==> src/rtl/pte_pkg.sv <==
package pte_pkg;
  parameter int ENTRY_W   = 64;
  parameter int PRIV_W    = 2;
  parameter int USER_PRIV = 3;

  localparam int PRESENT_POS = 0;
  localparam int WRITE_POS   = 1;
  localparam int USER_POS    = 2;
  localparam int ACC_POS     = 5;
  localparam int DIRTY_POS   = 6;
  localparam int NOEXEC_POS  = ENTRY_W - 1;
  localparam int CAUSE_W     = 3;

  typedef enum logic [1:0] {
    ACC_READ  = 2'd0,
    ACC_WRITE = 2'd1,
    ACC_FETCH = 2'd2,
    ACC_SPARE = 2'd3
  } accKind_e;

  typedef enum logic [CAUSE_W-1:0] {
    CAUSE_NONE   = 3'd0,
    CAUSE_ABSENT = 3'd1,
    CAUSE_PRIV   = 3'd2,
    CAUSE_RDONLY = 3'd3,
    CAUSE_NOEXEC = 3'd4
  } faultCause_e;

  typedef struct packed {
    logic present;
    logic writable;
    logic userOk;
    logic noExec;
    logic accSet;
    logic dirtySet;
  } pteFlags_t;

  typedef struct packed {
    logic        take;
    logic        markAcc;
    logic        markDirty;
    faultCause_e cause;
  } pteStrobe_t;
endpackage

==> src/rtl/pte_ctrl.sv <==
module pte_ctrl
  import pte_pkg::*;
(
  input  logic              reqValid,
  input  pteFlags_t         flags,
  input  accKind_e          kind,
  input  logic [PRIV_W-1:0] priv,
  output pteStrobe_t        strobe
);
  logic isWrite;
  logic isFetch;
  logic userLevel;
  faultCause_e cause;

  assign isWrite   = (kind == ACC_WRITE);
  assign isFetch   = (kind == ACC_FETCH);
  assign userLevel = (priv == PRIV_W'(USER_PRIV));

  // Fault priority: absent, privilege, read-only, no-execute
  always_comb begin
    if (!flags.present)
      cause = CAUSE_ABSENT;
    else if (userLevel && !flags.userOk)
      cause = CAUSE_PRIV;
    else if (isWrite && !flags.writable)
      cause = CAUSE_RDONLY;
    else if (isFetch && flags.noExec)
      cause = CAUSE_NOEXEC;
    else
      cause = CAUSE_NONE;
  end

  always_comb begin
    strobe.take      = reqValid;
    strobe.cause     = reqValid ? cause : CAUSE_NONE;
    strobe.markAcc   = reqValid && (cause == CAUSE_NONE) && !flags.accSet;
    strobe.markDirty = reqValid && (cause == CAUSE_NONE) && isWrite && !flags.dirtySet;
  end
endmodule

==> src/rtl/pte_datapath.sv <==
module pte_datapath
  import pte_pkg::*;
(
  input  logic               clk,
  input  logic               rstN,
  input  logic [ENTRY_W-1:0] reqEntry,
  input  pteStrobe_t         strobe,
  output pteFlags_t          flags,
  output logic               respValid,
  output logic [ENTRY_W-1:0] respEntry,
  output logic               respWriteBack,
  output logic [CAUSE_W-1:0] respFault
);
  logic [ENTRY_W-1:0] setMask;
  logic [ENTRY_W-1:0] nextEntry;

  assign flags.present  = reqEntry[PRESENT_POS];
  assign flags.writable = reqEntry[WRITE_POS];
  assign flags.userOk   = reqEntry[USER_POS];
  assign flags.noExec   = reqEntry[NOEXEC_POS];
  assign flags.accSet   = reqEntry[ACC_POS];
  assign flags.dirtySet = reqEntry[DIRTY_POS];

  always_comb begin
    setMask            = '0;
    setMask[ACC_POS]   = strobe.markAcc;
    setMask[DIRTY_POS] = strobe.markDirty;
  end

  assign nextEntry = reqEntry | setMask;

  always_ff @(posedge clk) begin
    if (!rstN) begin
      respValid     <= 1'b0;
      respEntry     <= '0;
      respWriteBack <= 1'b0;
      respFault     <= '0;
    end else begin
      respValid     <= strobe.take;
      respWriteBack <= strobe.markAcc | strobe.markDirty;
      respFault     <= strobe.cause;
      if (strobe.take)
        respEntry <= nextEntry;
    end
  end
endmodule

==> src/rtl/pte_access_unit.sv <==
module pte_access_unit
  import pte_pkg::*;
(
  input  logic               clk,
  input  logic               rstN,
  input  logic               reqValid,
  input  logic [ENTRY_W-1:0] reqEntry,
  input  logic [1:0]         reqKind,
  input  logic [PRIV_W-1:0]  reqPriv,
  output logic               respValid,
  output logic [ENTRY_W-1:0] respEntry,
  output logic               respWriteBack,
  output logic [CAUSE_W-1:0] respFault
);
  pteFlags_t  flags;
  pteStrobe_t strobe;

  pte_ctrl ctrl (
    .reqValid (reqValid),
    .flags    (flags),
    .kind     (accKind_e'(reqKind)),
    .priv     (reqPriv),
    .strobe   (strobe)
  );

  pte_datapath dp (
    .clk           (clk),
    .rstN          (rstN),
    .reqEntry      (reqEntry),
    .strobe        (strobe),
    .flags         (flags),
    .respValid     (respValid),
    .respEntry     (respEntry),
    .respWriteBack (respWriteBack),
    .respFault     (respFault)
  );
endmodule

==> config.mk <==
export PLATFORM = sky130hd
export DESIGN_NAME = pte_access_unit
export DESIGN_NICKNAME = d
export VERILOG_FILES = /design/src/rtl/pte_pkg.sv /design/src/rtl/pte_ctrl.sv /design/src/rtl/pte_datapath.sv /design/src/rtl/pte_access_unit.sv
export SDC_FILE = /design/constraint.sdc
export NUM_CORES = 1
export LEC_CHECK = 0
export CORE_ASPECT_RATIO = 0.7
export CORE_MARGIN = 4
export CORE_UTILIZATION = 39
export CTS_CLUSTER_SIZE = 30
export DETAILED_ROUTE_END_ITERATION = 16
export GPL_ROUTABILITY_DRIVEN = 0
export HOLD_SLACK_MARGIN = 0.02
export PLACE_DENSITY = 0.78
export SKIP_CTS_REPAIR_TIMING = 1
export SYNTH_ARGS = -nofsm -noshare
export SYNTH_HDL_FRONTEND = slang
export SYNTH_SLANG_ARGS = --single-unit
==> constraint.sdc <==
create_clock -name clk -period 1.3 [get_ports clk]
set_input_delay 0.26 -clock clk [delete_from_list [all_inputs] [get_ports clk]]
set_output_delay 0.26 -clock clk [all_outputs]
set_load 0.03 [all_outputs]
# Word level (Yosys, flattened, before mapping)
# Cells that the tools add are included.
[word_totals]
output_inout_bits = 69
reg_bits = 69
[op_classes]
reduce_logical = 13
n_eq_ne = 3
bitwise_logic = 2
mux = 4
[op_table]
columns = ["op", "n"]
rows = [
  ["$or 64x7->64", 1],
  ["$mux 3", 4],
  ["$logic_and 1x1->1", 7],
  ["$eq 2x2->1 const B", 2],
  ["$logic_not 1->1", 4],
  ["$logic_not 3->1", 1],
  ["$eq 2x1->1 const B", 1],
  ["$reduce_and 2->1", 1],
  ["$or 1x1->1", 1],
]

# Logic depth before layout (Yosys ltp)
[depth]
depth_word = 11
ltp_mapped = 5

# Hierarchy
# From an unflattened synthesis, not the netlist that was laid out.
[hier_totals]
cells_unflattened = 240
area_unflattened_um2 = 2742.6
[by_module_without_submodules]
columns = ["mod", "area_per_inst_um2", "seq_area_each_um2", "cells_per_inst", "instances"]
rows = [
  ["pte_datapath", 2633.8, 1381.3, 225, 1],
  ["pte_ctrl", 108.9, 0.0, 15, 1],
]

# Worst setup path after synthesis
# Ideal clock, no wire load.
[synth_path]
path_type = "input-to-reg"
start = "input port reqPriv[0]"
end = "register dp.respEntry[5]"
slack_ns = 0.105
arrival_time_ns = 1.121
path_buffers = 0
setup_ns = 0.074
path_stages = 3
cell_sequence = "and3b_1 -> or4b_4 -> a31oi_1"
[synth_via]
elab_chain_cells = 8
[synth_rtl]
columns = ["item", "line", "rtl"]
rows = [
  ["start: declaration", "pte_access_unit.sv:9", "input logic [PRIV_W-1:0] reqPriv,"],
  ["$eq 2x2->1", "pte_ctrl.sv:17", "assign userLevel = (priv == PRIV_W'(USER_PRIV));"],
  ["$logic_and 1x1->1", "pte_ctrl.sv:23", "else if (userLevel && !flags.userOk)"],
  ["$mux 3", "pte_ctrl.sv:23", ""],
  ["$mux 3", "pte_ctrl.sv:21", "if (!flags.present)"],
  ["$logic_not 3->1", "pte_ctrl.sv:36", "strobe.markAcc = reqValid && (cause == CAUSE_NONE) && !flags.accSet;"],
  ["$logic_and 1x1->1 (2 in series)", "pte_ctrl.sv:36", ""],
  ["$or 64x7->64", "pte_datapath.sv:30", "assign nextEntry = reqEntry | setMask;"],
  ["end signal: assignment", "pte_datapath.sv:43", "respEntry <= nextEntry;"],
  ["end: declaration", "pte_datapath.sv:10", "output logic [ENTRY_W-1:0] respEntry,"],
]
# Every way passes these cells.
# A chain may end at the register's enable or synchronous reset.

# Final worst setup path
[layout_path]
start = "input port reqKind[1]"
end = "register dp.respEntry[5]"
[layout_via]
elab_chain_cells = 10
elab_cells_between_ends = 12
cone_classes = "eq/ne (2); mux (4); bitwise (1); reduce/logical (5)"
[layout_rtl]
columns = ["item", "line", "rtl"]
rows = [
  ["start: declaration", "pte_access_unit.sv:8", "input logic [1:0] reqKind,"],
  ["$eq 2x2->1", "pte_ctrl.sv:16", "assign isFetch = (kind == ACC_FETCH);"],
  ["$logic_and 1x1->1", "pte_ctrl.sv:27", "else if (isFetch && flags.noExec)"],
  ["$mux 3", "pte_ctrl.sv:27", ""],
  ["$mux 3 *", "pte_ctrl.sv:25", "else if (isWrite && !flags.writable)"],
  ["$mux 3 *", "pte_ctrl.sv:23", ""],
  ["$mux 3 *", "pte_ctrl.sv:21", ""],
  ["$logic_not 3->1 *", "pte_ctrl.sv:36", ""],
  ["$logic_and 1x1->1 * (2 in series)", "pte_ctrl.sv:36", ""],
  ["$or 64x7->64 *", "pte_datapath.sv:30", ""],
]
# Mark *: on every way between the ends. The rest lies on a longest branch, timed or not.

==> reports/qor.csv <==
stage,metric,value,unit
final_layout,layout cells sized above 1,14.51,%
sta,Slew Limit Fails,0,
grt,number of global-route vias before repair,2185,
worst_setup_path,Buf/Inv on CP,1,
clock_tree,clock-pin transition on the worst setup and hold timing paths,0.07,ns
detailed_routing,Final Routed Wirelength,7103,um
yosys,Post-synth ARST share,0,%
detailed_routing,vias post-DR,2134,
yosys,number of flops mapped to enable cells by yosys,0,
sta,final hold viol count,0,
worst_setup_path,"Max stage delay cell, worst path",clkdlybuf4s50_1,
floorplan,starting density of the core,41.16,%
worst_setup_path,WP data arrival,1.52,ns
sta,final worst-path cycle share,96.85,%
worst_setup_path,Worst setup EP type,register,
sta,final worst slack,0.04090,ns
clock_tree,Clock H-tree levels,3,
worst_setup_path,worst path cell trace,"clkdlybuf4s50_1, nor3b_2, or4b_4, a31oi_1",
sta,post-route clock skew,0,ns
sta,WHS,0.2405,ns
yosys,Mean Syn Cell Area,11.29,um2
worst_setup_path,critical path type,in -> reg,
worst_setup_path,Worst setup SP type,primary input,
min_path,HP Class,in -> reg,
detailed_routing,vias per cell,4.474,
grt,first-pass GRT wire length,11270,um
sta,Final min period,1.259,ns
grt,largest net degree at the start of global routing,31,
clock_tree,Clock Tree Root,clkbuf_8,
worst_setup_path,crit path max fanout,3,
worst_setup_path,worst endpoint required time,1.56,ns
grt,total gr overflow,0,
detailed_routing,Post-DRT Antenna Nets,0,
placement,dpl hpwl,5407,um
run_status,outcome,completed,
yosys,#FFs+latches synth,69,
final_layout,Area Growth Syn to Fin,74.07,%
job,Max-Cap Viols,0,
clock_tree,TritonCTS clock tree,done,
clock_tree,CTS max path bufs,2,
sta,Slew @ Worst Pin,0.3532,ns
yosys,Synth cell types,22,
placement,IO buf count,139,
clock_tree,"Clk Latency, worst-skew pair",0.33,ns
placement,"worst slack, placed",-0.4375,ns
worst_setup_path,Top Family by Delay on Critical Path,simple AND/OR/NAND/NOR gates,
yosys,warnings from Yosys,0,
clock_tree,CTS buffer count,9,
grt,GRT Util Overall,17.63,%
yosys,cell count after synthesis,232,
power,worst IR drop on VDD,0.7844,mV
yosys,Synth Cell Area,2620,um2
floorplan,full die area,8114,um2
detailed_routing,average wire per cell in the routed design,14.89,um
sta,Max Fclk,0.7942,GHz
floorplan,die span in y,76.58,um
worst_setup_path,"Largest stage delay, worst path",0.52,ns
floorplan,FP Rows,24,
final_layout,"commonest non-fill, non-tap cell in the layout",dfxtp_1,
final_layout,# diodes,0,
sta,# setup viols final,0,
floorplan,core area,6366,um2
floorplan,Ports,140,
final_layout,nets,452,
sta,Slew HR,76.41,%
detailed_routing,Starting DRT DRC Count,47,
detailed_routing,drt pass-1 iters,4,
yosys,Syn Nets,303,
yosys,"Primary FF master, synth",dfxtp_1,
floorplan,Die W,106.0,um
detailed_routing,DRC errors left,0,
final_layout,"commonest cells after routing, fill and taps aside","dfxtp_1 (69), clkdlybuf4s50_1 (64), nor2b_1 (62)",
clock_tree,# clock sinks,69,
yosys,sequential share of the synthesized area,52.72,%
power,Leak,2.619,nW
power,pwr dens,1187,nW/um2
grt,initial antenna violation count,0,
[metrics by stage]
stage	util (%)	power (mW)	cells	instance area, um2	TNS, ns
after floorplan	-	2.865	232	2620	0
after global placement	66.55	3.415	461	4237	-0.8859
after detailed placement	66.55	3.434	461	4237	-0.9498
after CTS	70.30	5.520	477	4476	-17.99
after global routing	71.64	5.657	477	4561	-0.01365
final	71.64	5.413	477	4561	0
[registers in the layout, indices dropped and copies added (netlist names)]
| name | flops |
|---|---|
| dp.respWriteBack | 1 |
| dp.respEntry | 64 |
| dp.respValid | 1 |
| dp.respFault | 3 |
[kinds of logic after synthesis]
kind of cell    share of synthesized area (%)
simple gates                            18.77
flops                                   52.72
buf+inv                                 3.582
mux                                     23.30
compound gates                          1.623
[area by class of cell]
cell class	count	area, um2
fill	478	1805
timing repair buffer	153	1674
sequential	69	1381
multi-input combinational	146	1145
clock buffer	10	127.6
tap	91	113.9
clock inverter	6	111.4
inverter	2	7.507
[routing by layer]
layer / track usage (%) / part of all wire, % / vias to the layer above
met3: 10.25 / 11 / 6
met5: 0 / 0 / -
met1: 20.78 / 43 / 966
li1: - / - / 1067
met4: 5.045 / 0.72 / 0
met2: 27.23 / 45 / 95
[cells in the mapped netlist (all sizes together), types with 2 or more instances]
master / number / area (um2)
nor2: 3 / 11.26
o21ai: 3 / 15.01
clkbuf: 6 / 22.52
a31oi: 2 / 12.51
dfxtp: 69 / 1381
nor2b: 62 / 387.9
nand2: 3 / 11.26
nand3b: 2 / 15.01
buf: 9 / 63.81
mux2i: 61 / 610.6
inv: 2 / 7.510
nor3b: 2 / 20.02
a21boi: 2 / 15.01
[report_power, final]
part           switching [mW]  internal (mW)
clock network           0.793           1.27
logic                   0.492          0.553
registers              0.0638           2.24
total                    1.35           4.06
[tightest hold or removal path: cells and delay by family]
kind | cells | cell delay (ns)
buffers and inverters | 1 | 0.14
AOI/OAI and AO/OA | 2 | 0.13
[path summary, 6_finish.rpt]
kind                                  startpoint                to  slack, ns  cells after the start
worst max-delay path                  reqKind[1]   dp.respEntry[5]       0.04                      4
worst min-delay path                        rstN   dp.respEntry[5]       0.24                      3
worst max register to register   dp.respEntry[0]   dp.respEntry[0]       0.57                      2
worst min register to register  dp.respEntry[20]  dp.respEntry[20]       0.51                      2
Note: power is estimated with default switching activity, not from simulation.
